$ cat config.mk
export PLATFORM = sky130hd
export DESIGN_NAME = posit_adder
export DESIGN_NICKNAME = d
export VERILOG_FILES = /design/src/rtl/padd_pkg.sv /design/src/rtl/padd_decode.sv /design/src/rtl/padd_align_add.sv /design/src/rtl/padd_encode.sv /design/src/rtl/posit_adder.sv
export SDC_FILE = /design/constraint.sdc
export NUM_CORES = 1
export LEC_CHECK = 0
export BUFFER_PORTS_ARGS = -buffer_cell sky130_fd_sc_hd__buf_4
export CORE_UTILIZATION = 60
export DETAILED_ROUTE_END_ITERATION = 12
export GPL_TIMING_DRIVEN = 0
export PLACE_DENSITY = 0.85
export SYNTH_ARGS = -nofsm -noshare
export SYNTH_HDL_FRONTEND = slang
export SYNTH_SLANG_ARGS = --single-unit
$ cat constraint.sdc
create_clock -name vclk -period 26.8
set_input_delay 4.02 -clock vclk [all_inputs]
set_output_delay 4.02 -clock vclk [all_outputs]
set_load 0.05 [all_outputs]
$ cat src/rtl/padd_pkg.sv
package padd_pkg;

   // fraction bits available at the shortest regime
   function automatic int frac_w(input int n);
      return n - 3;
   endfunction

   // signed scale width, wide enough for every intermediate scale
   function automatic int scale_w(input int n);
      return $clog2(n) + 3;
   endfunction

   // largest possible scale difference between two operands
   function automatic int shift_max(input int n);
      return 2 * (n - 2);
   endfunction

   // exact alignment field: carry bit, significand, full shift span
   function automatic int acc_w(input int n);
      return frac_w(n) + 2 + shift_max(n);
   endfunction

   // regime run counter width
   function automatic int cnt_w(input int n);
      return $clog2(n) + 1;
   endfunction

endpackage

$ cat src/rtl/padd_decode.sv
module padd_decode #(
   parameter int N = 8
) (
   input  logic [N-1:0]                            word_i,
   output logic                                    nar_o,
   output logic                                    zero_o,
   output logic                                    neg_o,
   output logic signed [padd_pkg::scale_w(N)-1:0]  scale_o,
   output logic [padd_pkg::frac_w(N):0]            sig_o
);
   localparam int FW = padd_pkg::frac_w(N);
   localparam int SW = padd_pkg::scale_w(N);
   localparam int LW = padd_pkg::cnt_w(N);

   logic [N-1:0]         mag;
   logic [N-2:0]         body;
   logic [LW-1:0]        run;
   logic                 live;
   logic signed [SW-1:0] run_s;
   logic [FW-1:0]        frac;

   always_comb begin
      nar_o  = (word_i == {1'b1, {(N-1){1'b0}}});
      zero_o = (word_i == '0);
      neg_o  = word_i[N-1];
      mag    = neg_o ? -word_i : word_i;
      body   = mag[N-2:0];
      run    = '0;
      live   = 1'b1;
      for (int i = N-2; i >= 0; i--) begin
         if (live && (body[i] == body[N-2])) run = run + LW'(1);
         else                                live = 1'b0;
      end
      run_s   = SW'(run);
      scale_o = body[N-2] ? (run_s - SW'(1)) : -run_s;
      frac    = FW'((body << (run + LW'(1))) >> (N-1-FW));
      sig_o   = {1'b1, frac};
      // scale of an ordinary word always lies within the regime span
      if (!nar_o && !zero_o) begin
         assert_dec_range_R4: assert (scale_o <= SW'(N-2) && scale_o >= -SW'(N-2))
            else $error("decoded scale out of range");
      end
   end
endmodule

$ cat src/rtl/padd_align_add.sv
module padd_align_add #(
   parameter int N = 8
) (
   input  logic                                    a_neg_i,
   input  logic signed [padd_pkg::scale_w(N)-1:0]  a_scale_i,
   input  logic [padd_pkg::frac_w(N):0]            a_sig_i,
   input  logic                                    b_neg_i,
   input  logic signed [padd_pkg::scale_w(N)-1:0]  b_scale_i,
   input  logic [padd_pkg::frac_w(N):0]            b_sig_i,
   output logic                                    res_neg_o,
   output logic                                    res_zero_o,
   output logic signed [padd_pkg::scale_w(N)-1:0]  res_scale_o,
   output logic [padd_pkg::acc_w(N)-2:0]           res_frac_o
);
   localparam int FW = padd_pkg::frac_w(N);
   localparam int SW = padd_pkg::scale_w(N);
   localparam int DM = padd_pkg::shift_max(N);
   localparam int AW = padd_pkg::acc_w(N);
   localparam int PW = $clog2(AW);

   logic                 a_big;
   logic                 differ;
   logic signed [SW-1:0] sc_big, sc_small, gap;
   logic [FW:0]          sg_big, sg_small;
   logic [AW-1:0]        wide_big, wide_small, total;
   logic [PW-1:0]        lead;
   logic                 found;

   always_comb begin
      a_big    = (a_scale_i > b_scale_i) ||
                 ((a_scale_i == b_scale_i) && (a_sig_i >= b_sig_i));
      sc_big   = a_big ? a_scale_i : b_scale_i;
      sc_small = a_big ? b_scale_i : a_scale_i;
      sg_big   = a_big ? a_sig_i   : b_sig_i;
      sg_small = a_big ? b_sig_i   : a_sig_i;
      gap      = sc_big - sc_small;
      differ   = a_neg_i ^ b_neg_i;
      wide_big   = {1'b0, sg_big, {DM{1'b0}}};
      wide_small = {1'b0, sg_small, {DM{1'b0}}} >> unsigned'(gap);
      total      = differ ? (wide_big - wide_small) : (wide_big + wide_small);
      res_neg_o  = a_big ? a_neg_i : b_neg_i;
      res_zero_o = (total == '0);
      lead  = '0;
      found = 1'b0;
      for (int i = AW-1; i >= 0; i--) begin
         if (!found && total[i]) begin
            lead  = PW'(i);
            found = 1'b1;
         end
      end
      res_frac_o  = (AW-1)'(total << (PW'(AW-1) - lead));
      res_scale_o = sc_big + $signed(SW'(lead)) - SW'(FW + DM);
      // magnitude ordering keeps the exact sum free of wrap-around
      assert_no_wrap_R4: assert (differ ? (total <= wide_big) : (total >= wide_big))
         else $error("aligned sum wrapped");
   end
endmodule

$ cat src/rtl/padd_encode.sv
module padd_encode #(
   parameter int N = 8
) (
   input  logic                                    neg_i,
   input  logic                                    zero_i,
   input  logic signed [padd_pkg::scale_w(N)-1:0]  scale_i,
   input  logic [padd_pkg::acc_w(N)-2:0]           frac_i,
   output logic [N-1:0]                            word_o
);
   localparam int SW = padd_pkg::scale_w(N);
   localparam int AW = padd_pkg::acc_w(N);
   localparam int RW = N + 1;
   localparam int XW = RW + AW - 1;
   localparam logic [N-1:0] MAXPOS = {1'b0, {(N-1){1'b1}}};
   localparam logic [N-1:0] NARW   = {1'b1, {(N-1){1'b0}}};

   int            k_val;
   int            r_len;
   logic [RW-1:0] rpat;
   logic [XW-1:0] xstr;
   logic [N-2:0]  kept, mag;
   logic          guard, sticky, bump;

   always_comb begin
      k_val = int'(scale_i);
      if (!scale_i[SW-1]) begin
         r_len = k_val + 2;
         rpat  = (~({RW{1'b1}} << (k_val + 1))) << 1;
      end else begin
         r_len = 1 - k_val;
         rpat  = RW'(1);
      end
      xstr   = {rpat, frac_i} << (RW - r_len);
      kept   = xstr[XW-1 -: N-1];
      guard  = xstr[XW-N];
      sticky = |xstr[XW-N-1:0];
      bump   = guard && (sticky || kept[0]);
      if (scale_i >= SW'(N-2))       mag = '1;
      else if (scale_i < -SW'(N-2))  mag = (N-1)'(1);
      else                           mag = kept + {{(N-2){1'b0}}, bump};
      if (zero_i)     word_o = '0;
      else if (neg_i) word_o = -{1'b0, mag};
      else            word_o = {1'b0, mag};

      assert_never_vanish_R7: assert (zero_i || (word_o != '0 && word_o != NARW))
         else $error("nonzero sum encoded as zero or NaR");
      assert_sign_bit_R4: assert (zero_i || (word_o[N-1] == neg_i))
         else $error("sign bit disagrees with sum sign");
      if (!zero_i && scale_i >= SW'(N-2)) begin
         assert_clamp_top_R6: assert ((neg_i ? -word_o : word_o) == MAXPOS)
            else $error("large sum not clamped");
      end
   end
endmodule

$ cat src/rtl/posit_adder.sv
module posit_adder #(
   parameter int N  = 8,
   parameter int ES = 0
) (
   input  logic [N-1:0] a_i,
   input  logic [N-1:0] b_i,
   output logic [N-1:0] sum_o
);
   localparam int FW = padd_pkg::frac_w(N);
   localparam int SW = padd_pkg::scale_w(N);
   localparam int AW = padd_pkg::acc_w(N);
   localparam logic [N-1:0] NARW = {1'b1, {(N-1){1'b0}}};

   if (N < 5) begin : g_bad_width
      $error("posit_adder: N must be at least 5");
   end
   if (ES != 0) begin : g_bad_es
      $error("posit_adder: only zero exponent bits supported");
   end

   logic [N-1:0]         op_w     [2];
   logic                 op_nar   [2];
   logic                 op_zero  [2];
   logic                 op_neg   [2];
   logic signed [SW-1:0] op_scale [2];
   logic [FW:0]          op_sig   [2];

   assign op_w[0] = a_i;
   assign op_w[1] = b_i;

   for (genvar g = 0; g < 2; g++) begin : g_dec
      padd_decode #(.N(N)) u_dec (
         .word_i  (op_w[g]),
         .nar_o   (op_nar[g]),
         .zero_o  (op_zero[g]),
         .neg_o   (op_neg[g]),
         .scale_o (op_scale[g]),
         .sig_o   (op_sig[g])
      );
   end

   logic                 res_neg, res_zero;
   logic signed [SW-1:0] res_scale;
   logic [AW-2:0]        res_frac;
   logic [N-1:0]         enc_word;

   padd_align_add #(.N(N)) u_add (
      .a_neg_i     (op_neg[0]),
      .a_scale_i   (op_scale[0]),
      .a_sig_i     (op_sig[0]),
      .b_neg_i     (op_neg[1]),
      .b_scale_i   (op_scale[1]),
      .b_sig_i     (op_sig[1]),
      .res_neg_o   (res_neg),
      .res_zero_o  (res_zero),
      .res_scale_o (res_scale),
      .res_frac_o  (res_frac)
   );

   padd_encode #(.N(N)) u_enc (
      .neg_i   (res_neg),
      .zero_i  (res_zero),
      .scale_i (res_scale),
      .frac_i  (res_frac),
      .word_o  (enc_word)
   );

   always_comb begin
      if (op_nar[0] || op_nar[1]) sum_o = NARW;
      else if (op_zero[0])        sum_o = b_i;
      else if (op_zero[1])        sum_o = a_i;
      else                        sum_o = enc_word;
   end
endmodule

==> run_results.csv <==
group,metric,value,unit
setup_path,crit_path_top_delay_cell,"or4_4",
setup_path,cp-end-kind,"output pin",
timing,fin_crit_sh,96.6,%
synthesis,syn_inst,1440,
setup_path,cp_common_cell,"ha_1",
synthesis,synth_top_cell_by_area,"ha_1",
placed_design,place_area,9770,µm²
synthesis,ys.warnings.count,0,
floorplan,core,15200,µm²
timing,finalMaxSlewViolations,0,
setup_path,critPathKind,"input port to output pin",
cells_and_area,layout.nets,1543,
timing,hold_viol,0,
detailed_routing,dr_total_vias,12300,
outcome,status,"complete, no violations",
timing,fmax,38.6,MHz
floorplan,die_w,127,µm
detailed_routing,wl_per_cell,20.3,µm
placed_design,gp_congestion,1.07,
cells_and_area,n_antenna_cell,0,
setup_path,critPathBufInv,19,
cells_and_area,fin_util,65.8,%
placed_design,port_buffers,21,
detailed_routing,drtPass1Iterations,8,
floorplan,start_util,61.5,%
detailed_routing,vias_per_cell,7.42,
synthesis,synth_common_cells,"nor2_1, nand2_1, a21oi_1",
timing,setup_viol,0,
cells_and_area,regArea,0,µm²
timing,min_period,25.89,ns
timing,worstMarginPinSlew,1.04,ns
global_route,antenna_found_initial,0,
detailed_routing,ant_nets,0,
worst_hold_path,hold_path.class,"input port to output pin",
global_route,grt_pass1_vias,10900,
cells_and_area,design_area,10000,µm²
synthesis,synth_cell_types,128,
synthesis,synth_area,9350,µm²
synthesis,ys_seq_area_share,0,%
run,drv_cap,0,
floorplan,io_pins,24,
setup_path,critPathArrivalTime,21.87,ns
timing,relSlewSlack,30.5,%
global_route,grt_max_degree,12,
cells_and_area,synthToLayoutAreaGrowth,6.98,%
global_route,grt_use_total,40.1,%
global_route,grt_pass1_wl,54.0,mm
floorplan,num_rows,45,
synthesis,ys_top_cells_by_area,"ha_1, a21oi_1, nor2_1, nand2_1, o21ai_0",
detailed_routing,route.detailed.drc,0,
setup_path,cp_top_family,"simple AND/OR/NAND/NOR gates",
detailed_routing,drt_wl_total,33.7,mm
placed_design,hpwl,26.1,mm
cells_and_area,drive_above_1_share,12.2,%
setup_path,worstSetupStartpointType,"input port",
clock_network,ctsHoldBuffers,0,
synthesis,netlist.area_leader.share,6.96,%
global_route,overflow,0,
setup_path,crit_fanout,11,
floorplan,die_height,127,µm
synthesis,synth_most_common_cell,"nor2_1",
detailed_routing,drt-initial-drc-count,1571,
cells_and_area,clock_buffers,0,
floorplan,dieArea,16100,µm²
cells_and_area,flops_and_latches,0,
synthesis,syn_area_per_cell,6.49,µm²
setup_path,crit_required,22.78,ns
setup_path,slowest_delay,0.48,ns
stage by stage:
stage	worst slack (ns)	setup TNS (ns)	hold slack, ns	cells
3_5_place_dp	-1.38	-8.80	8.59	1655
6_report	0.906	0	8.59	1659
4_1_cts	0.0193	0	8.60	1653
5_1_grt	-0.113	-0.176	8.61	1659
3_3_place_gp	-0.965	-5.55	8.58	1655
2_1_floorplan	2.33	0	8.50	1446
area by class of cell:
type	instances	area, µm²
Multi-Input combinational cell	1288	8850
Fill cell	1432	5200
Buffer	87	433
Inverter	67	267
Tap cell	188	235
Timing Repair Buffer	29	218
what timing repair did:
action | 4_1_cts | 5_1_grt
gates resized for setup | 9 | 48
setup endpoints to repair | 8 | 8
buffers inserted | 0 | 8
pin swaps | 0 | 8
path summary, 6_finish.rpt:
| kind | cells past startpoint | to | start | slack, ns |
|---|---|---|---|---|
| worst max-delay path | 84 | sum_o[7] | b_i[0] | 0.91 |
| worst min-delay path | 3 | sum_o[1] | b_i[1] | 8.59 |
cells in the final DEF, fill, tap and decap left out, drive strengths merged, types with 17 or more instances in the layout:
cell and n:
o211ai 36, nand4 20, ha 52, o21ai 109
o31ai 23, inv 65, mux2i 22, nor3 56
nand3 66, nand2 137, a21oi 112, and3 19
xnor2 33, buf 59, or3 17, nor4 24
a31oi 29, a211oi 38, nand2b 18, clkbuf 57
nor2 147
logic make-up after synthesis:
kind of cell,Yosys count,synth area share [%]
AO/OA/AOI/OAI,570,45.0
adder cells (fa/ha/maj),55,7.49
buffers and inverters,158,7.43
multiplexers,26,3.08
other,1,0.0401
AND/OR/NAND/NOR,580,31.8
XOR/XNOR,50,5.15
per-layer routing:
layer	share of wire, %	track usage, %	up-vias
met4	3.4	14.2	0
met2	43	62.8	885
li1	-	-	5666
met5	0	0	-
met3	12	6.62	120
met1	42	55.1	5634
Power is left out: the tool's default activity adds up to more than one toggle a clock period on the data nets, which glitch-free logic cannot reach.
